===== config.mk =====
export PLATFORM = sky130hd
export DESIGN_NAME = start_done_seq
export DESIGN_NICKNAME = d
export VERILOG_FILES = /design/src/rtl/sdc_pkg.sv /design/src/rtl/sdc_ctrl.sv /design/src/rtl/sdc_acc.sv /design/src/rtl/sdc_pipe.sv /design/src/rtl/start_done_seq.sv
export SDC_FILE = /design/constraint.sdc
export NUM_CORES = 1
export LEC_CHECK = 0
export BUFFER_PORTS_ARGS = -buffer_cell sky130_fd_sc_hd__buf_4
export CORE_UTILIZATION = 25
export DETAILED_ROUTE_END_ITERATION = 16
export REMOVE_ABC_BUFFERS = 1
export SYNTH_ARGS = -nofsm -noshare
export SYNTH_HDL_FRONTEND = slang
export SYNTH_HIERARCHICAL = 1
export SYNTH_SLANG_ARGS = --single-unit

===== constraint.sdc =====
create_clock -name clk -period 3.25 [get_ports clk]
set_clock_uncertainty 0.15 [all_clocks]
set_input_delay 0.65 -clock clk [delete_from_list [all_inputs] [get_ports clk]]
set_output_delay 0.65 -clock clk [all_outputs]
set_load 0.05 [all_outputs]

===== src/rtl/sdc_pkg.sv =====
package sdc_pkg;
   typedef enum logic [1:0] {
      SQ_IDLE = 2'd0,
      SQ_RUN  = 2'd1,
      SQ_HOLD = 2'd2
   } sq_state_e;
endpackage


===== src/rtl/sdc_ctrl.sv =====
module sdc_ctrl
   import sdc_pkg::*;
#(
   parameter int N_STEPS = 4,
   parameter int CHAIN   = 0,
   localparam int CNT_W  = $clog2(N_STEPS)
) (
   input  logic             clk,
   input  logic             rst,
   input  logic             start,
   input  logic             cont,
   output logic             idle,
   output logic             ready,
   output logic             done,
   output logic             load,
   output logic             run,
   output logic [CNT_W-1:0] step
);
   localparam logic [CNT_W-1:0] LAST = CNT_W'(N_STEPS - 1);

   sq_state_e        st_q;
   logic [CNT_W-1:0] cnt_q;
   logic             release_ok;
   logic             can_take;
   logic             accept;

   generate
      if (CHAIN != 0) begin : g_chain
         assign release_ok = cont;
      end else begin : g_plain
         logic unused_cont;
         assign unused_cont = cont;
         assign release_ok  = 1'b1;
      end
   endgenerate

   assign can_take = (st_q == SQ_IDLE) || ((st_q == SQ_HOLD) && release_ok);
   assign accept   = start && can_take && !rst;

   always_ff @(posedge clk) begin
      if (rst) begin
         st_q  <= SQ_IDLE;
         cnt_q <= '0;
      end else begin
         case (st_q)
            SQ_IDLE: begin
               if (accept) begin
                  st_q  <= SQ_RUN;
                  cnt_q <= '0;
               end
            end
            SQ_RUN: begin
               if (cnt_q == LAST) begin
                  st_q  <= SQ_HOLD;
                  cnt_q <= '0;
               end else begin
                  cnt_q <= cnt_q + 1'b1;
               end
            end
            SQ_HOLD: begin
               if (accept) begin
                  st_q  <= SQ_RUN;
                  cnt_q <= '0;
               end else if (release_ok) begin
                  st_q <= SQ_IDLE;
               end
            end
            default: st_q <= SQ_IDLE;
         endcase
      end
   end

   assign idle  = (st_q == SQ_IDLE);
   assign done  = (st_q == SQ_HOLD);
   assign ready = accept;
   assign load  = accept;
   assign run   = (st_q == SQ_RUN);
   assign step  = cnt_q;

   AST_QUIET_STAY_IDLE: assert property (@(posedge clk) disable iff (rst)
      (idle && !start) |=> idle);
   AST_IDLE_DROPS: assert property (@(posedge clk) disable iff (rst)
      ready |=> (!idle && !done));
   AST_NO_READY_MIDRUN: assert property (@(posedge clk) disable iff (rst)
      run |-> !ready);
   generate
      if (CHAIN == 0) begin : g_pulse_chk
         AST_DONE_ONE_CYCLE: assert property (@(posedge clk) disable iff (rst)
            done |=> !done);
      end else begin : g_hold_chk
         AST_HOLD_NO_READY: assert property (@(posedge clk) disable iff (rst)
            (done && !cont) |-> !ready);
      end
   endgenerate
endmodule


===== src/rtl/sdc_acc.sv =====
module sdc_acc #(
   parameter int DATA_W  = 8,
   parameter int RES_W   = 11,
   parameter int CNT_W   = 2
) (
   input  logic              clk,
   input  logic              rst,
   input  logic              load,
   input  logic              run,
   input  logic [CNT_W-1:0]  step,
   input  logic [DATA_W-1:0] din,
   output logic [RES_W-1:0]  result
);
   logic [DATA_W-1:0] x_q;
   logic [RES_W-1:0]  acc_q;

   always_ff @(posedge clk) begin
      if (rst) begin
         x_q   <= '0;
         acc_q <= '0;
      end else if (load) begin
         x_q   <= din;
         acc_q <= '0;
      end else if (run) begin
         acc_q <= acc_q + RES_W'(x_q) + RES_W'(step);
      end
   end

   assign result = acc_q;

   AST_OPERAND_HELD: assert property (@(posedge clk) disable iff (rst)
      run |=> $stable(x_q));
endmodule


===== src/rtl/sdc_pipe.sv =====
module sdc_pipe #(
   parameter int DATA_W  = 8,
   parameter int RES_W   = 11,
   parameter int N_STEPS = 4
) (
   input  logic              clk,
   input  logic              rst,
   input  logic [DATA_W-1:0] din,
   output logic              valid,
   output logic [RES_W-1:0]  result
);
   logic [RES_W-1:0]  part_q [N_STEPS];
   logic [DATA_W-1:0] opnd_q [N_STEPS];
   logic [N_STEPS-1:0] fill_q;

   always_ff @(posedge clk) begin
      if (rst) begin
         part_q[0] <= '0;
         opnd_q[0] <= '0;
         fill_q    <= '0;
      end else begin
         part_q[0] <= RES_W'(din);
         opnd_q[0] <= din;
         fill_q    <= {fill_q[N_STEPS-2:0], 1'b1};
      end
   end

   generate
      for (genvar k = 1; k < N_STEPS; k++) begin : g_stage
         always_ff @(posedge clk) begin
            if (rst) begin
               part_q[k] <= '0;
               opnd_q[k] <= '0;
            end else begin
               part_q[k] <= part_q[k-1] + RES_W'(opnd_q[k-1]) + RES_W'(k);
               opnd_q[k] <= opnd_q[k-1];
            end
         end
      end
   endgenerate

   assign valid  = fill_q[N_STEPS-1];
   assign result = part_q[N_STEPS-1];

   AST_FILL_STAYS: assert property (@(posedge clk) disable iff (rst)
      valid |=> valid);
endmodule


===== src/rtl/start_done_seq.sv =====
module start_done_seq #(
   parameter int DATA_W   = 8,
   parameter int N_STEPS  = 4,
   parameter int CHAIN    = 0,
   parameter int FREE_RUN = 0,
   localparam int RES_W   = DATA_W + $clog2(N_STEPS) + 1,
   localparam int CNT_W   = $clog2(N_STEPS)
) (
   input  logic              clk,
   input  logic              rst,
   input  logic              start,
   input  logic              cont,
   input  logic [DATA_W-1:0] din,
   output logic              idle,
   output logic              ready,
   output logic              done,
   output logic [RES_W-1:0]  result
);
   generate
      if (N_STEPS < 2) begin : g_bad_steps
         $error("start_done_seq: N_STEPS must be at least 2");
      end
      if (DATA_W < 1) begin : g_bad_width
         $error("start_done_seq: DATA_W must be at least 1");
      end
      if (CHAIN != 0 && CHAIN != 1) begin : g_bad_chain
         $error("start_done_seq: CHAIN must be 0 or 1");
      end
      if (FREE_RUN != 0 && FREE_RUN != 1) begin : g_bad_free
         $error("start_done_seq: FREE_RUN must be 0 or 1");
      end
   endgenerate

   generate
      if (FREE_RUN != 0) begin : g_free
         logic unused_ctl;
         assign unused_ctl = start ^ cont;
         assign idle  = 1'b0;
         assign ready = 1'b1;
         sdc_pipe #(
            .DATA_W (DATA_W),
            .RES_W  (RES_W),
            .N_STEPS(N_STEPS)
         ) u_pipe (
            .clk   (clk),
            .rst   (rst),
            .din   (din),
            .valid (done),
            .result(result)
         );
      end else begin : g_hs
         logic             load;
         logic             run;
         logic [CNT_W-1:0] step;

         sdc_ctrl #(
            .N_STEPS(N_STEPS),
            .CHAIN  (CHAIN)
         ) u_ctrl (
            .clk  (clk),
            .rst  (rst),
            .start(start),
            .cont (cont),
            .idle (idle),
            .ready(ready),
            .done (done),
            .load (load),
            .run  (run),
            .step (step)
         );

         sdc_acc #(
            .DATA_W(DATA_W),
            .RES_W (RES_W),
            .CNT_W (CNT_W)
         ) u_acc (
            .clk   (clk),
            .rst   (rst),
            .load  (load),
            .run   (run),
            .step  (step),
            .din   (din),
            .result(result)
         );

         AST_RESULT_FROZEN_IN_DONE: assert property (@(posedge clk) disable iff (rst)
            (done && !ready) |=> $stable(result));
         AST_B2B_NO_IDLE: assert property (@(posedge clk) disable iff (rst)
            (done && ready) |=> (!idle && !done));
         if (CHAIN != 0) begin : g_hold
            AST_HOLD_UNDER_BACKPRESSURE: assert property (@(posedge clk) disable iff (rst)
               (done && !cont) |=> (done && $stable(result)));
         end
      end
   endgenerate
endmodule


Yosys cells after proc, flatten, opt, wreduce, memory -nomap -nowiden

Index checks and enable logic that the tools add are counted.

Register bits: 23
Input bits: 12

Equal/unequal tests: 6
Multiplexer cells: 7
$add $sub $neg: 3
Reduce and logical (&&, ||, !) cells: 10

Operator list:

| cell                  | number |
|---|---|
| $add A11 B2 Y11       | 1 |
| $add A11 B8 Y11       | 1 |
| $mux W2               | 4 |
| $ne A2 B1 Y1 const B  | 3 |
| $pmux W2 S3           | 1 |
| $eq A2 B2 Y1 const B  | 2 |
| $pmux W2 S2           | 1 |
| $reduce_and A2 Y1     | 2 |
| $reduce_or A2 Y1      | 2 |
| $add A2 B1 Y2 const B | 1 |
| $eq A2 B1 Y1 const B  | 1 |
| $logic_and A1 B1 Y1   | 2 |
| $logic_not A2 Y1      | 1 |
| $reduce_bool A2 Y1    | 1 |
| $logic_not A1 Y1      | 1 |
| $logic_or A1 B1 Y1    | 1 |
| $mux W1               | 1 |

Depth between registers and ports, before layout

Word-level depth: 6
Depth in mapped cells: 10

Modules after synthesis

The synthesis kept the hierarchy.

Modules (own cells, without submodules):

| module   | cells an instance | area an instance (um2) | times used |
|---|---|---|---|
| sdc_acc  | 123               | 1,179.9                | 1 |
| sdc_ctrl | 22                | 203.9                  | 1 |

Worst setup path before layout

OpenSTA, ideal clock, no wires.

Path kind: flip-flop to flip-flop
Start point: register g_hs.u_acc.acc_q[1], in the netlist g_hs.u_acc/result[1]
End point: register g_hs.u_acc.acc_q[9], in the netlist g_hs.u_acc/result[9]
Path slack: 280 ps
Arrival: 2,700 ps
Stages on the path, launching flop included: 9
Setup time: 121 ps
Clock period less this slack: 2,970 ps
Required time: 2,979 ps
Cell sequence: dfxtp_1 -> fa_1 -> ha_1 -> fa_1 -> a211oi_2 -> o21bai_2 -> a2111oi_2 -> or3_1 -> a21oi_1

Cells in the longest elaborated chain, start to end: 2

Ends and longest elaborated chain:

| element                  | RTL line      | source |
|---|---|---|
| start: declaration       | sdc_acc.sv:15 | `logic [RES_W-1:0] acc_q;` |
| start signal: assignment | sdc_acc.sv:25 | `acc_q <= acc_q + RES_W'(x_q) + RES_W'(step);` |
| $add A11 B8 Y11          | sdc_acc.sv:25 |  |
| $add A11 B2 Y11          | sdc_acc.sv:25 |  |

Every way passes these cells.
A chain may end at the register's enable or synchronous reset.

Worst setup path in the final report

Start point: register g_hs.u_ctrl.cnt_q[1], in the netlist g_hs.u_ctrl/step[1]
End point: register g_hs.u_acc.acc_q[9], in the netlist g_hs.u_acc/result[9]

Cells in the longest elaborated chain, start to end: 1

Ends and longest elaborated chain:

| element                  | RTL line       | source |
|---|---|---|
| start: declaration       | sdc_ctrl.sv:22 | `logic [CNT_W-1:0] cnt_q;` |
| start signal: assignment | sdc_ctrl.sv:57 | `cnt_q <= cnt_q + 1'b1;` |
| $add A11 B2 Y11          | sdc_acc.sv:25  |  |

Every way passes these cells.

==> reports/metrics.yaml <==
worst_hold_path:
  hold_depth: 2
  min_to: "g_hs.u_acc/x_q[0]"
  hp-class: "flop to flop"
  min_from: "g_hs.u_acc/x_q[0]"
final_layout:
  nFillCells: 564
  final_cell_mix: "26 x buf_4, 23 x dfxtp_1, 17 x nor2_1"
  design_area_um2: 1678
  nets: 200
  final_common_cell: "buf_4"
  syn2layout_area_growth_pct: 21.25
  layout-drive-gt1-share_pct: 20.12
  num_antenna_cells: 0
floorplan:
  initial_core_util_pct: 26.59
  die_area_um2: 5837
  die_h_um: 76.40
  num_io_pins: 26
  fp.dieW_um: 76.40
  fp.coreArea_um2: 5205
  rows: 26
sta:
  slew_violations: 0
  maxSlewHeadroom_pct: 53.19
  period_minus_slack_ns: 2.781
  worstMarginPinSlew_ns: 0.7021
  rsz0062_at_grt: "false"
  fmax_ghz: 0.3596
  hold_viol: 0
  setup-tns-final_ns: 0
  setup_ws_ns: 0.4689
  finalSetupViolCount: 0
  fin_crit_sh_pct: 85.57
detailed_routing:
  drt_iter0_drc: 63
  vias: 1064
  first_pass_iters: 4
  ant_nets: 0
  wirelength_um: 2643
  via_per_inst: 4.452
  wl_per_cell_um: 11.06
  drc: 0
synth:
  ys_warn_count: 6
  syn_area_per_cell_um2: 9.544
  syn_area_um2: 1384
  yosysSeqAreaShare_pct: 33.27
  ys_types: 41
  ys_seq_elements: 23
  synth-main-ff-cell: "dfxtp_1"
  synth_area_leaders: "dfxtp_1 33%, ha_1 14%, mux2i_1 9.4%"
  synth_edf_count: 0
  synth_top_area_share_pct: 33.27
  yosys.area.top_type: "dfxtp_1"
  async_flop_share_pct: 0
  syn_inst: 145
clock_network:
  clockBufferDepth: 2
  clkSinkCount: 23
  cts-hold-fix-buffers: 0
  cts_tree: "done"
  ctsResizeCount: 0
  h-tree-depth: 1
  cts_setup_buffers: 0
  clock_latency_ns: 0.26
  clk_pin_slew_ns: 0.08
  cts_buffers: 3
  cts_root_buffer: "clkbuf_8"
global_route:
  antenna_found_initial: 0
  globalRoute.totalOverflow: 0
  grt_pass1_vias: 1036
  grt_max_degree: 23
  grtUsageTotal_pct: 10.07
  grt_pass1_wl_um: 4836
critical_path:
  cp-startpoint: "g_hs.u_ctrl/step[1]"
  cp.arrival_ns: 2.79
  rr_worst_depth: 8
  end_kind: "flop"
  worstPathMaxFanout: 4
  r2r-end: "g_hs.u_acc/result[9]"
  path_class: "flop to flop"
  reg2reg_slack_ns: 0.47
  critical_path.startpoint_type: "flop"
  timing.rr.start: "g_hs.u_ctrl/step[1]"
  required_ns: 3.26
placed_design:
  placed_area_um2: 1633
  pre_cts_slack_ns: 0.4757
  gp_congestion: 0.7834
  post-dp-hpwl_um: 2076
  portBuffers: 24
run_status:
  run_status: "finished, final reports clean"
pwr:
  total_power_w: 0.0005975
  peakVddDrop_uv: 203.5
  leakage_nw: 0.7587
  cellPowerDensity_nw_per_um2: 356.1
flow_run:
  cap_violations: 0
-- layout make-up --
| cell class | count | area [um^2] | area share, % |
|---|---|---|---|
| well taps | 70 | 87.58 | 5.220 |
| repair buffers | 26 | 195.2 | 11.63 |
| flip-flops and latches | 23 | 460.4 | 27.44 |
| inverters | 5 | 18.77 | 1.119 |
| clock buffers | 4 | 45.04 | 2.685 |
| multi-input cells | 111 | 870.8 | 51.90 |
-- registers in the layout, indices dropped and copies added (netlist names) --
register / count
g_hs.u_acc/result: 11
g_hs.u_acc/x_q: 8
g_hs.u_ctrl/st_q: 2
g_hs.u_ctrl/step: 2
-- Yosys cell counts, types with 2 or more instances --
cell,instances
nor2b_1,2
ha_1,15
buf_4,2
xnor2_1,4
nand3_1,4
nor2_1,17
a21oi_1,9
o21ai_0,4
nand2b_1,2
o21a_1,2
nand3b_1,3
a211oi_1,3
mux2i_1,13
fa_1,3
buf_2,3
inv_1,5
nand2_1,6
dfxtp_1,23
o21ai_1,2
or3_1,2
-- cell families after synthesis --
logic type / share of synthesized area, %
and+or+nand+nor: 17.45
AOI/OAI and AO/OA: 15.64
DFF: 33.27
adders and majority gates: 17.90
muxes: 9.403
buffers and inverters: 3.797
xor gates and xnor gates: 2.531
-- per-layer routing --
metal / part of all wire [%] / up-vias / routed length (um) / global-route usage, %
met2: 43 / 21 / 1131 / 15.05
met3: 4.6 / 2 / 121 / 2.754
li1: - / 564 / - / -
met5: 0 / - / 0 / 0
met1: 52 / 477 / 1375 / 14.21
met4: 0.53 / 0 / 14 / 2.308
-- power by group --
group	internal (W)	switching (W)	leakage, nW	total, W
logic	0.0000480	0.0000684	0.549	0.000116
clock network	0.0000874	0.0000892	0.0228	0.000177
registers	0.000294	0.0000109	0.187	0.000304
total	0.000429	0.000169	0.759	0.000598
-- through the flow --
step / std cells / util [%] / hold slack, ns
detailed placement: 235 / 31.37 / 0.3382
CTS: 239 / 32.24 / 0.3600
global route: 239 / 32.24 / 0.3938
floorplan: 139 / - / 0.3104
global placement: 235 / 31.37 / 0.3262
finish: 239 / 32.24 / 0.3509
-- worst max path at each step --
stage | end | slack (ns)
finish | g_hs.u_acc/result[9] | 0.47
global route | g_hs.u_acc/result[9] | 0.27
CTS | g_hs.u_acc/result[9] | 0.45
detailed placement | g_hs.u_acc/result[9] | 0.48
global placement | g_hs.u_acc/result[9] | 0.49
floorplan | g_hs.u_acc/result[7] | 0.20
-- critical path: stages, from the launching register on --
cell and delay (ns):
dfxtp_1 0.40, fa_1 0.44, ha_1 0.24, fa_1 0.44, a211oi_2 0.28, o21bai_2 0.12
a2111oi_2 0.40, or3_1 0.15, a21oi_1 0.05
Note: power is estimated with default switching activity, not from simulation.
